<file path="config.mk">
export PLATFORM = sky130hd
export DESIGN_NAME = ivr_drain
export DESIGN_NICKNAME = d
export VERILOG_FILES = /design/src/rtl/ivr_drain.sv
export SDC_FILE = /design/constraint.sdc
export NUM_CORES = 1
export LEC_CHECK = 0
export ABC_AREA = 0
export BUFFER_PORTS_ARGS = -buffer_cell sky130_fd_sc_hd__buf_2
export CAP_MARGIN = 20
export CORE_ASPECT_RATIO = 1.5
export CORE_MARGIN = 8
export CORE_UTILIZATION = 51
export CTS_BUF_LIST = sky130_fd_sc_hd__clkbuf_8 sky130_fd_sc_hd__clkbuf_16
export DETAILED_ROUTE_END_ITERATION = 10
export GPL_TIMING_DRIVEN = 0
export PLACE_DENSITY = 0.84
export SLEW_MARGIN = 20
export SYNTH_ARGS = -nofsm -noshare
export SYNTH_HDL_FRONTEND = slang
export SYNTH_SLANG_ARGS = --single-unit
</file>
<file path="constraint.sdc">
create_clock -name clk -period 2.55 [get_ports clk]
set_clock_uncertainty 0.1 [all_clocks]
set_input_delay 0.3825 -clock clk [delete_from_list [all_inputs] [get_ports clk]]
set_output_delay 0.3825 -clock clk [all_outputs]
set_load 0.005 [all_outputs]
</file>
<file path="src/rtl/ivr_drain.sv">
module ivr_drain #(
  parameter int PTR_W   = 8,
  parameter int WORD_W  = 32,
  parameter int SRC_W   = 8,
  parameter int SDATA_W = 28
) (
  input  logic              clk,
  input  logic              rst_n,
  input  logic              enable,
  input  logic [PTR_W-1:0]  wptr_in,
  input  logic              wptr_ovf,
  output logic [PTR_W-3:0]  mem_addr,
  input  logic [WORD_W-1:0] mem_rdata,
  input  logic [9:0]        stat_in,
  output logic [9:0]        disp_evt,
  output logic [9:0]        stat_clr,
  output logic              hdmi_evt,
  output logic              cp_evt,
  output logic              eop_evt,
  output logic              idle_evt,
  output logic              ovf_clr,
  output logic [PTR_W-1:0]  rptr_out,
  output logic              rptr_wr
);
  localparam int IDX_W = PTR_W - 2;
  localparam logic [PTR_W-1:0] STEP = PTR_W'(16);
  localparam logic [SRC_W-1:0] SRC_D1 = SRC_W'(1),   SRC_D2 = SRC_W'(5),
                               SRC_HP = SRC_W'(19),  SRC_AV = SRC_W'(21),
                               SRC_C0 = SRC_W'(176), SRC_C1 = SRC_W'(177),
                               SRC_C2 = SRC_W'(178), SRC_EOP = SRC_W'(181),
                               SRC_IDLE = SRC_W'(233);

  typedef enum logic [1:0] {S_IDLE, S_LO, S_HI, S_CHK} st_t;
  st_t st;

  logic [PTR_W-1:0]   rp, wq;
  logic [SRC_W-1:0]   src_q;
  logic [SDATA_W-1:0] sdat;
  logic [9:0]         dhit;
  logic               hdmi_h, cp_h, eop_h, idle_h;
  logic [PTR_W-1:0]   start_rp;
  logic               unused_hi;

  assign sdat      = mem_rdata[SDATA_W-1:0];
  assign unused_hi = &{1'b0, mem_rdata[WORD_W-1:SDATA_W]};
  assign mem_addr  = rp[PTR_W-1:2] + IDX_W'(st == S_HI);
  assign start_rp  = wptr_ovf ? wptr_in + STEP : rp;
  assign stat_clr  = disp_evt;

  always_comb begin
    dhit = '0; hdmi_h = 1'b0; cp_h = 1'b0; eop_h = 1'b0; idle_h = 1'b0;
    case (src_q)
      SRC_D1:  if (sdat == SDATA_W'(0)) dhit[0] = 1'b1;
               else if (sdat == SDATA_W'(1)) dhit[1] = 1'b1;
      SRC_D2:  if (sdat == SDATA_W'(0)) dhit[2] = 1'b1;
               else if (sdat == SDATA_W'(1)) dhit[3] = 1'b1;
      SRC_HP:  case (sdat)
                 SDATA_W'(0):  dhit[4] = 1'b1;
                 SDATA_W'(1):  dhit[5] = 1'b1;
                 SDATA_W'(4):  dhit[6] = 1'b1;
                 SDATA_W'(5):  dhit[7] = 1'b1;
                 SDATA_W'(10): dhit[8] = 1'b1;
                 SDATA_W'(12): dhit[9] = 1'b1;
                 default: ;
               endcase
      SRC_AV:  hdmi_h = 1'b1;
      SRC_C0, SRC_C1, SRC_C2: cp_h = 1'b1;
      SRC_EOP: eop_h = 1'b1;
      SRC_IDLE: idle_h = 1'b1;
      default: ;
    endcase
  end

  always_ff @(posedge clk or negedge rst_n) begin
    if (!rst_n) begin
      st <= S_IDLE; rp <= '0; wq <= '0; src_q <= '0;
      disp_evt <= '0; hdmi_evt <= 1'b0; cp_evt <= 1'b0; eop_evt <= 1'b0;
      idle_evt <= 1'b0; ovf_clr <= 1'b0; rptr_out <= '0; rptr_wr <= 1'b0;
    end else begin
      disp_evt <= '0; hdmi_evt <= 1'b0; cp_evt <= 1'b0; eop_evt <= 1'b0;
      idle_evt <= 1'b0; ovf_clr <= 1'b0; rptr_wr <= 1'b0;
      case (st)
        S_IDLE: if (enable) begin
          wq <= wptr_in;
          rp <= start_rp;
          ovf_clr <= wptr_ovf;
          if (start_rp != wptr_in) st <= S_LO;
        end
        S_LO: begin
          src_q <= mem_rdata[SRC_W-1:0];
          st <= S_HI;
        end
        S_HI: begin
          disp_evt <= dhit & stat_in;
          hdmi_evt <= hdmi_h;
          cp_evt   <= cp_h;
          eop_evt  <= eop_h;
          idle_evt <= idle_h;
          rp <= rp + STEP;
          st <= (rp + STEP == wq) ? S_CHK : S_LO;
        end
        default: begin
          if (wptr_ovf || wptr_in != wq) begin
            wq <= wptr_in;
            rp <= start_rp;
            ovf_clr <= wptr_ovf;
            st <= S_LO;
          end else begin
            rptr_out <= rp;
            rptr_wr <= 1'b1;
            st <= S_IDLE;
          end
        end
      endcase
    end
  end

  p_addr_pair_r2: assert property (@(posedge clk) disable iff (!rst_n)
    (st == S_HI) |-> mem_addr == IDX_W'($past(mem_addr) + 1'b1));
  p_one_event_r3: assert property (@(posedge clk) disable iff (!rst_n)
    $onehot0({disp_evt, hdmi_evt, cp_evt, eop_evt, idle_evt}));
  p_gated_r5: assert property (@(posedge clk) disable iff (!rst_n)
    (|disp_evt) |-> ((disp_evt & ~$past(stat_in)) == '0));
  p_ovf_req_r8: assert property (@(posedge clk) disable iff (!rst_n)
    ovf_clr |-> $past(wptr_ovf));
  p_publish_r9: assert property (@(posedge clk) disable iff (!rst_n)
    rptr_wr |-> rptr_out == $past(wptr_in));
  p_hold_off_r10: assert property (@(posedge clk) disable iff (!rst_n)
    (st == S_IDLE && !enable) |=> st == S_IDLE);
endmodule

</file>
# After elaboration in Yosys (flattened, before gate mapping)
# Index checks and enable logic that the tools add are counted.
[classes]
n_lt_le_gt_ge = 0
shift = 0
add_sub_neg = 3
bitwise_logic = 5
n_mux = 36
multipliers = 0
reduce_logical = 12
eq_ne = 21
n_div = 0
[op_table]
columns = ["cell", "n"]
rows = [
  ["== test 28 x 3 -> 1 bit (second input constant)", 2],
  ["== test 28 x 4 -> 1 bit (second input constant)", 2],
  ["== test 8 bit (second input constant)", 5],
  ["two-way mux 8 bit", 5],
  ["== test 28 x 1 -> 1 bit (second input constant)", 1],
  ["zero test 28 bit", 1],
  ["case mux 8 bit (3 select lines)", 1],
  ["two-way mux 1 bit", 20],
  ["adder 8 x 5 -> 8 bit (second input constant)", 2],
  ["== test 8 x 5 -> 1 bit (second input constant)", 2],
  ["!= test 8 bit", 2],
  ["case mux 8 bit (2 select lines)", 1],
  ["bitwise AND 10 bit", 1],
  ["two-way mux 10 bit", 1],
  ["two-way mux 2 bit", 5],
  ["== test 8 x 1 -> 1 bit (second input constant)", 1],
  ["== test 8 x 3 -> 1 bit (second input constant)", 1],
  ["== test 8 bit", 1],
  ["adder 6 x 1 -> 6 bit", 1],
  ["two-way mux 6 bit", 1],
  ["case mux 2 bit (3 select lines)", 1],
  ["AND reduction 3 bit", 2],
  ["OR reduction 3 bit", 2],
  ["!= test 2 bit (second input constant)", 2],
  ["10 further kinds", 14],
]
[totals]
romBits = 0
output_inout_bits = 40
memories = 0
latchBits = 0
regBits = 50
mem_bits_rw = 0
inputBits = 54

# Depth between registers and ports, before layout
# Gate-level depths: netlist of the first run.
[logic_depth]
ltp_word = 6
ltp_mapped = 8
depth_no_buf = 7

# Least setup slack after synthesis of the first run
# OpenSTA, ideal clock, no wires.
[synth_timing]
path_kind = "flip-flop to flip-flop"
startpoint = "register st[0]"
endpoint = "register disp_evt[4]"
t_arrival_ns = 2.027
setup_time_ns = 0.067
path_buffers = 1
path_stages_with_launch = 9
setup_slack_ns = 0.356
cell_sequence = "dfrtp_1 > inv_1 > ha_1 > clkbuf_1 > or3b_2 > nor2_1 > nand3_1 > nor4_1 > and3_1"
[synth_between]
elab_chain_cells = 2
[synth_lines]
columns = ["element", "line_no", "rtl"]
rows = [
  ["start, declared", "34", "st_t st;"],
  ["start signal, assigned", "100", "st <= (rp + STEP == wq) ? S_CHK : S_LO;"],
  ["== test 2 bit", "82", "case (st)"],
  ["two-way mux 10 bit", "82", ""],
  ["end signal, assigned", "94", "disp_evt <= dhit & stat_in;"],
  ["end, declared", "15", "output logic [9:0] disp_evt,"],
]
# Every way passes these cells.
# A chain may end at the register's enable or synchronous reset.

# Final worst setup path of the first run
[layout_timing]
startpoint = "register st[0]"
endpoint = "register disp_evt[5]"
# Same word-level chain as after synthesis.

==> metrics.md, run 1 <==
| Metric | Value |
|---|---|
| Final hold violations | 22 |
| Total Nets Final | 423 |
| Vias per inst | approximately 5.5 |
| Vias in the first global route | 2603 |
| Total GRT Usage | ~17% |
| Worst slew pin tran | approximately 0.60 ns |
| Critical Path AT | 2.56 ns |
| Max Slew Vio Count | 0 |
| Reg power frac | 38.6% |
| TritonCTS Sinks | 50 |
| Die Area | 8160 um2 |
| Final setup TNS | 0 ns |
| Synthesized instance count | 265 |
| Drt wl/cell | 16.3 um |
| Hold_ws | -0.0114 ns |
| FILL cells | approximately 450 |
| Clock power share | about 16% |
| Crit-path slowest cell | or3b_2 |
| HPWL after detailed placement | 5.74 mm |
| CTS tree | yes |
| Post-Syn Area per Cell | roughly 11 um2 |
| Clk Latency, worst-skew pair | roughly 0.30 ns |
| Crit Path Max Fanout | 10 |
| Core Box Area | 5370 um2 |
| Slew headroom | 59.7% |
| Inserted Clock Buffers | 5 |
| Area of the multi-input gates | 1420 um2 |
| Port Buffers | 89 |
| Proportion of power drawn by combinational gates | a little under half |
| Clock slew at reported path FFs | 0.09 ns |
| Max Cap Viol | 0 |
| Fin crit period | 2.42 ns |
| Async S/R FF share, synth | 100% |
| DRC | 0 |
| Initial antenna violation count | 0 |
| GP Congestion | 0.959 |
| Initial DRC Count | 150 |
| Io pins | between 90 and 100 |
| Switching Share | between 30% and 40% |
| CP Class | reg -> reg |
| Switch Pwr | approximately 1.3 mW |
| P_int | ~2.1 mW |
| Distinct cell type count after synthesis | 50 |
| Drt pass-1 iters | 4 |
| Leakage | 1.72 nW |
| Sequential-to-total area share from yosys stat | roughly 45% |
| Synth Register Bits | 50 |
| Root Driver | clkbuf_8 |
| Mapped Nets | between 300 and 400 |
| Die height | 107 um |
| Die width | 76.5 um |
| Failing checks | hold timing |
| Total Routed Length | a little over 7 mm |
| Pwr Density | 973 nW/um2 |
| Post-synth EDFFs | 0 |
| Initial core utilization | 52.1% |
| CP Data Required Time | 2.68 ns |
| Area grow syn2layout | 24.0% |
| Max Root-Sink Buffers | 2 |
| Setup crit start kind | flop |
| Crit path capture type | flop |
| CP max stage delay | between 0.4 and 0.5 ns |
| Sequential cell area | between 1000 and 1500 um2 |
| Count of final setup violators | 0 |
| Fmax | 412 MHz |
| Post-route ant nets | 0 |
| Layout cell share with drive strength beyond 1 | a little under two fifths |
| Cell area after synthesis | 2800 um2 |
| Row Count | 33 |
| Crit path cell chain | inv_1 > ha_1 > buf_4 > or3b_2 > nor2_1 > nand3_2 > nor4_4 > and3_1 |
| Maximum vdd ir drop | roughly 0.52 mV |
| Largest net degree at the start of global routing | 51 |
| Global-route wire length before repair | 11.7 mm |
| H-tree depth | 2 |
| Hold_buf cts | 0 |
| Antenna Diode Count | 0 |
| Hold WC Path Type | in -> async |
| GR Overflow Total | 0 |
| Setup bufs post-CTS | 0 |
| Final worst path period share | 95.1% |
| Top FF cell, synth | dfrtp_1 |
| Via Count | 2392 |
| Status | complete, but fails checks |
| Synthesis Warnings | 0 |
-- final cells by class --
class                   instances  area share, %
flip-flops and latches         50           36.0
clock buffers                   5           1.98
repair buffers                 89           12.9
multi-input cells             185           41.0
plain buffers                  20           3.39
inverters                      10           1.08
well taps                      70           2.52
clock inverters                 3           1.08
-- worst max-delay path: cells and delay by family (launching register included) --
| family | cells | cell delay, ns |
|---|---|---|
| flops | 1 | 0.43 |
| simple gates | 5 | 1.31 |
| buf+inv | 2 | 0.31 |
| fa+ha+maj | 1 | 0.20 |
-- final timing paths --
| check | slack (ns) | to | startpoint | cells after the start |
|---|---|---|---|---|
| min in group clk | 0.22 | disp_evt[4] | stat_in[4] | 2 |
| setup / recovery | 0.13 | disp_evt[5] | st[0] | 8 |
| hold / removal | -0.01 | rptr_out[5] | rst_n | 1 |
| max in group asynchronous | 1.95 | src_q[0] | rst_n | 1 |
| setup reg to reg | 0.13 | disp_evt[5] | st[0] | 8 |
| hold reg to reg | 0.38 | rptr_out[5] | rptr_out[5] | 2 |
-- metal layers --
| metal | global-route usage [%] | part of all wire, % | vias up |
|---|---|---|---|
| met5 | 0 | 0 | - |
| met4 | 10.5 | 4.0 | 0 |
| met3 | 4.44 | 5.8 | 22 |
| met2 | 32.7 | 54 | 97 |
| met1 | 16.8 | 36 | 1137 |
| li1 | - | - | 1136 |
-- per-stage QoR --
step           utilization (%)  worst slack [ns]  cells  power [mW]  area (um2)
2_1_floorplan                -             0.356    265        2.37        2800
3_3_place_gp              62.1            0.0233    424        2.77        3330
3_5_place_dp              62.1           -0.0546    424        2.83        3330
4_1_cts                   64.1            0.0558    432        3.38        3440
5_1_grt                   64.7           -0.0235    432        3.63        3470
6_report                  64.7             0.125    432        3.38        3470
-- cells by family (layout without fill, tap and decap cells) --
| family | after synthesis | in the layout | synth area share, % |
|---|---|---|---|
| AND/OR/NAND/NOR | 89 | 89 | 19.1 |
| flip-flops | 50 | 50 | 44.7 |
| AO/OA/AOI/OAI | 37 | 37 | 9.25 |
| buffers and inverters | 30 | 127 | 5.41 |
| XOR/XNOR | 28 | 28 | 8.76 |
| multiplexers | 23 | 23 | 9.21 |
| adder cells (fa/ha/maj) | 8 | 8 | 3.58 |
-- cell usage after synthesis, drive strengths merged (2+ instances only) --
cell type	instances	area share [%]
a21oi	3	0.54
a31oi	6	1.3
a32oi	2	0.63
and3	10	2.2
and4	2	0.63
buf	11	2.9
clkbuf	9	1.2
dfrtp	50	45
ha	8	3.6
inv	10	1.3
mux2	22	8.9
nand2	11	1.5
nand2b	4	0.89
nand3	7	1.3
nand4	4	0.89
nand4b	3	0.94
nor2	10	1.3
nor2b	9	2.0
nor3	2	0.36
nor3b	4	1.1
nor4	11	2.5
nor4b	3	0.94
o21ai	11	2.4
o31ai	3	0.80
or3b	2	0.63
or4	2	0.67
xnor2	17	5.3
xor2	11	3.4
-- registers in the layout, indices dropped and copies added, names as in the netlist --
register,count
eop_evt,1
ovf_clr,1
hdmi_evt,1
src_q,8
rp,8
rptr_wr,1
cp_evt,1
st,2
rptr_out,8
wq,8
disp_evt,10
idle_evt,1
-- cells in the final DEF, fill, tap and decap left out, types with 5 or more instances in the layout --
cell type / instances
nor4_1: 9
xnor2_1: 17
mux2_2: 18
o21ai_0: 10
nor2b_1: 9
clkbuf_8: 5
buf_2: 89
a31oi_1: 6
dfrtp_1: 50
clkbuf_1: 8
and3_1: 10
buf_4: 12
inv_1: 12
nand2_1: 11
ha_1: 8
nand3_1: 6
nor2_1: 10
xor2_1: 11
-- power by group through the flow --
stage	Sequential (mW)	Combinational (mW)	Clock, mW
2_1_floorplan	1.25	1.13	0
3_3_place_gp	1.29	1.48	0
3_5_place_dp	1.31	1.52	0
4_1_cts	1.29	1.53	0.551
5_1_grt	1.35	1.70	0.584
6_report	1.30	1.54	0.535
-- what timing repair did --
item                       4_1_cts  5_1_grt
pin swaps                        0        1
resized for setup                1        7
cloned                           0        0
setup endpoints to repair        4        4
Note: power is estimated with default switching activity, not from simulation.
==> run 2, diff against run 1 <==
--- a/config.mk
+++ b/config.mk
@@ -5,7 +5,7 @@
 export SDC_FILE = /design/constraint.sdc
 export NUM_CORES = 1
 export LEC_CHECK = 0
-export ABC_AREA = 0
+export ABC_AREA = 1
 export BUFFER_PORTS_ARGS = -buffer_cell sky130_fd_sc_hd__buf_2
 export CAP_MARGIN = 20
 export CORE_ASPECT_RATIO = 1.5
@@ -14,7 +14,7 @@
 export CTS_BUF_LIST = sky130_fd_sc_hd__clkbuf_8 sky130_fd_sc_hd__clkbuf_16
 export DETAILED_ROUTE_END_ITERATION = 10
 export GPL_TIMING_DRIVEN = 0
-export PLACE_DENSITY = 0.84
+export PLACE_DENSITY = 0.83
 export SLEW_MARGIN = 20
 export SYNTH_ARGS = -nofsm -noshare
 export SYNTH_HDL_FRONTEND = slang
==> constraint.sdc (replaced) <==
create_clock -name clk -period 2.55 [get_ports clk]
set_clock_uncertainty 0.1 [all_clocks]
set_input_delay 0 -clock clk [delete_from_list [all_inputs] [get_ports clk]]
set_output_delay 0 -clock clk [all_outputs]
set_load 0.005 [all_outputs]
==> run 2 against run 1 <==
Against the previous run: the flow now finishes without violations; sequential share of layout area decreased by 4.3 points; critical endpoint is now disp_evt[7]; combinational power grew 5%; cell count increased by 41%; die area is 5.0% higher; routed wire length up 31%; critical path type unchanged; register-to-register slack better by 0.06 ns; core utilization increased by 4.5 points; maximum frequency rose by 2.5%.
==> metrics.md, run 2 <==
| Metric | Value |
|---|---|
| Post-route ant nets | 0 (unchanged) |
| Pwr Density | 879 nW/um2 (-9.6%) |
| DR WL met3 | 709 um (+72%) |
| Crit path capture type | flop |
| Port Buffers | 89 (unchanged) |
| DRC | 0 (unchanged) |
| Top reg by flops | disp_evt |
| Hold Path Depth | 6 |
| Distinct cell type count after synthesis | 30 (-40%) |
| CP max stage delay | 0.60 ns (+0.11 ns) |
| Unrepaired setup endpoints after global routing | no |
| Max Cap Viol | 0 (unchanged) |
| Synth Register Bits | 50 (unchanged) |
| Hold_ws | 0.0994 ns (+0.111 ns) |
| Maximum vdd ir drop | 0.423 mV (-19%) |
| Fin crit period | 2.37 ns (-0.0591 ns) |
| Inserted Clock Buffers | 5 (unchanged) |
| Worst slew pin tran | 0.636 ns (+0.0316 ns) |
| Mapped Nets | 470 (+44%) |
| Reg2reg end | disp_evt[7] |
| P_int | 1.95 mW (-5.9%) |
| Io pins | 94 (unchanged) |
| Reg2Reg Setup Slack | 0.18 ns (+0.06 ns) |
| R2R depth | 6 (-2) |
| Uppermost layer routed | met4 |
| Initial antenna violation count | 0 (unchanged) |
| Post-Route M1 WL | 3.32 mm (+31%) |
| Sequential cell area | 1250 um2 (unchanged) |
| Count leader, synth | nand2_1 |
| Synthesis Warnings | 0 (unchanged) |
| Critical Path AT | 2.47 ns (-0.09 ns) |
| Final worst path period share | 92.8% (-2.3 points) |
| Commonest non-fill, non-tap cell in the layout | nand2_1 |
| Vias in the first global route | 3237 (+24%) |
| Slew headroom | 57.6% (-2.1 points) |
| Root Driver | clkbuf_8 |
| Placed cell areas | 3500 um2 (+5.2%) |
| Max Slew Vio Count | 0 (unchanged) |
| Crit path cell chain | inv_1 > ha_2 > clkbuf_2 > nand4_1 > dlygate4sd3_1 > nor4_1 |
| Total Routed Length | 9.20 mm (+31%) |
| Antenna Diode Count | 0 (unchanged) |
| Row Count | 34 (+3.0%) |
| Most frequent cells in the layout | nand2_1, buf_2, dfrtp_1 |
| Switching Share | 43.8% (+5.1 points) |
| Post-synth EDFFs | 0 (unchanged) |
| Synthesized instance count | 408 (+54%) |
| Worst R2R Start | st[0] |
| Clock slew at reported path FFs | 0.09 ns (about the same) |
| Via Count | 3251 (+36%) |
| Sequential-to-total area share from yosys stat | 42.1% (-2.6 points) |
| Placed Cells | 569 (+34%) |
| Drt pass-1 iters | 4 (unchanged) |
| Status | completed |
| Global-route wire length before repair | 14.9 mm (+27%) |
| Initial DRC Count | 244 (+63%) |
| Vias per inst | 5.34 (-3.6%) |
| Setup bufs post-CTS | 0 (unchanged) |
| Reg power frac | 37.3% (-1.3 points) |
| GR Overflow Total | 0 (unchanged) |
| Layout cell share with drive strength beyond 1 | 23.1% (-14 points) |
| Fmax | 423 MHz (+2.5%) |
| FILL cells | 462 (+1.8%) |
| Max Root-Sink Buffers | 2 (unchanged) |
| Final hold violations | 0 (-100%) |
| Number of flip-flops in the largest register | 10 (unchanged) |
| Final setup margin | 0.185 ns (+0.0591 ns) |
| Final non-filler cell total | 609 (+41%) |
| Die Area | 8570 um2 (+5.0%) |
| Post-Place Setup Slack | 0.547 ns (+0.602 ns) |
| Area of the multi-input gates | 1410 um2 (-1.1%) |
| Switch Pwr | 1.52 mW (+16%) |
| Cell area after synthesis | 2970 um2 (+6.1%) |
| Die height | 109 um (+2.5%) |
| HPWL after detailed placement | 6.66 mm (+16%) |
| Min-delay src | mem_rdata[14] |
| Count of final setup violators | 0 (unchanged) |
| Metal2 WL | 4.85 mm (+27%) |
| CTS tree | yes |
| Core Box Area | 5700 um2 (+6.2%) |
| Hold Path Sink | disp_evt[7] |
| Total Nets Final | 598 (+41%) |
| H-tree depth | 2 (unchanged) |
| TritonCTS Sinks | 50 (unchanged) |
| GP Congestion | 0.972 (+1.4%) |
| Most instantiated cells after synthesis | nand2_1, dfrtp_1, inv_1 |
| Final setup TNS | 0 ns (unchanged) |
| Async S/R FF share, synth | 100% (unchanged) |
| Leakage | 2.17 nW (+26%) |
| Clock power share | 15.9% (about the same) |
| Proportion of power drawn by combinational gates | 46.8% (+1.3 points) |
| Clk Latency, worst-skew pair | 0.30 ns (about the same) |
| Crit-path slowest cell | dlygate4sd3_1 |
| Top FF cell, synth | dfrtp_1 |
| Setup crit start kind | flop |
| CP Data Required Time | 2.65 ns (-0.03 ns) |
| Crit Path Max Fanout | 10 (unchanged) |
| Initial core utilization | 52.1% (-0.059 points) |
| Area leader, netlist | dfrtp_1 |
| Post-Syn Area per Cell | 7.28 um2 (-31%) |
| CP Class | reg -> reg |
| Synth area leaders | dfrtp_1, nand2_1, inv_1 |
| Hold WC Path Type | in -> reg |
| Total GRT Usage | 21.2% (+3.8 points) |
| Area grow syn2layout | 32.7% |
| Largest net degree at the start of global routing | 51 (unchanged) |
| Die width | 78.3 um (+2.4%) |
| Post-synth top area share | 42.1% (-2.6 points) |
| Cell area after layout | 3940 um2 (+14%) |
| Drt wl/cell | 15.1 um (-7.3%) |
[run 2: cell types whose count changed after synthesis, sizes merged, moves of 7 or more]
cell    before  now
clkbuf       9    2
a21oi        3   12
nand2       11  125
nand4        4   12
o21ai       11   26
mux2        22    1
nor2        10   47
and3        10    0
nand3        7   29
xnor2       17    1
nor2b        9    0
inv         10   51
nor3         2    9
[run 2: power by group through the flow]
stage               Combinational, mW  Clock (mW)  Sequential, mW
floorplan                        1.11           0            1.24
global placement                 1.52           0            1.28
CTS                              1.61       0.564            1.28
global route                     1.84       0.589            1.32
finish                           1.62       0.550            1.29
detailed placement               1.56           0            1.30
[run 2: worst max-delay path by stage]
stage | slack [ns] | cells after the start | to | start
finish | 0.18 | 6 | disp_evt[7] | st[0]
CTS | 0.03 | 6 | disp_evt[7] | st[0]
global route | 0.07 | 6 | disp_evt[7] | st[0]
floorplan | 0.99 | 5 | disp_evt[6] | st[0]
detailed placement | 0.55 | 5 | disp_evt[9] | st[0]
global placement | 0.54 | 5 | disp_evt[7] | st[0]
[run 2: cell families after synthesis]
family	share of synthesized area [%]
simple gates	34.0
buf+inv	10.6
flops	42.1
compound gates	7.75
fa+ha+maj	3.37
xor+xnor	1.77
mux	0.379
[run 2: routing by layer]
metal | GRT usage [%] | vias up
met3 | 5.65 | 30
met4 | 9.18 | 0
met1 | 21.2 | 1514
met5 | 0 | -
li1 | - | 1550
met2 | 40.2 | 157
[run 2: critical path, delay by kind of cell (launching register included)]
family	cells	cell delay (ns)
adders and majority gates	1	0.29
buffers and inverters	3	1.00
and+or+nand+nor	2	0.41
DFF	1	0.47
[run 2: what timing repair did]
| action | 4_1_cts | 5_1_grt |
|---|---|---|
| hold buffers | 32 | 0 |
| hold endpoints to repair | 78 | 0 |
| endpoints found under the setup margin | 0 | 2 |
| gates resized for setup | 0 | 3 |
[run 2: final cells by class]
| type | count | share of cell area [%] |
|---|---|---|
| clock inverter | 3 | 1.05 |
| multi-input combinational | 290 | 35.7 |
| buffer | 17 | 3.14 |
| clock buffer | 5 | 1.75 |
| tap | 72 | 2.29 |
| timing repair buffer | 121 | 19.5 |
| sequential | 50 | 31.7 |
| inverter | 51 | 4.86 |
[run 2: stage by stage]
step	power (mW)	util [%]
after global routing	3.76	69.1
after global placement	2.80	61.5
after floorplan	2.34	-
after CTS	3.45	69.0
final	3.46	69.1
after detailed placement	2.86	61.5
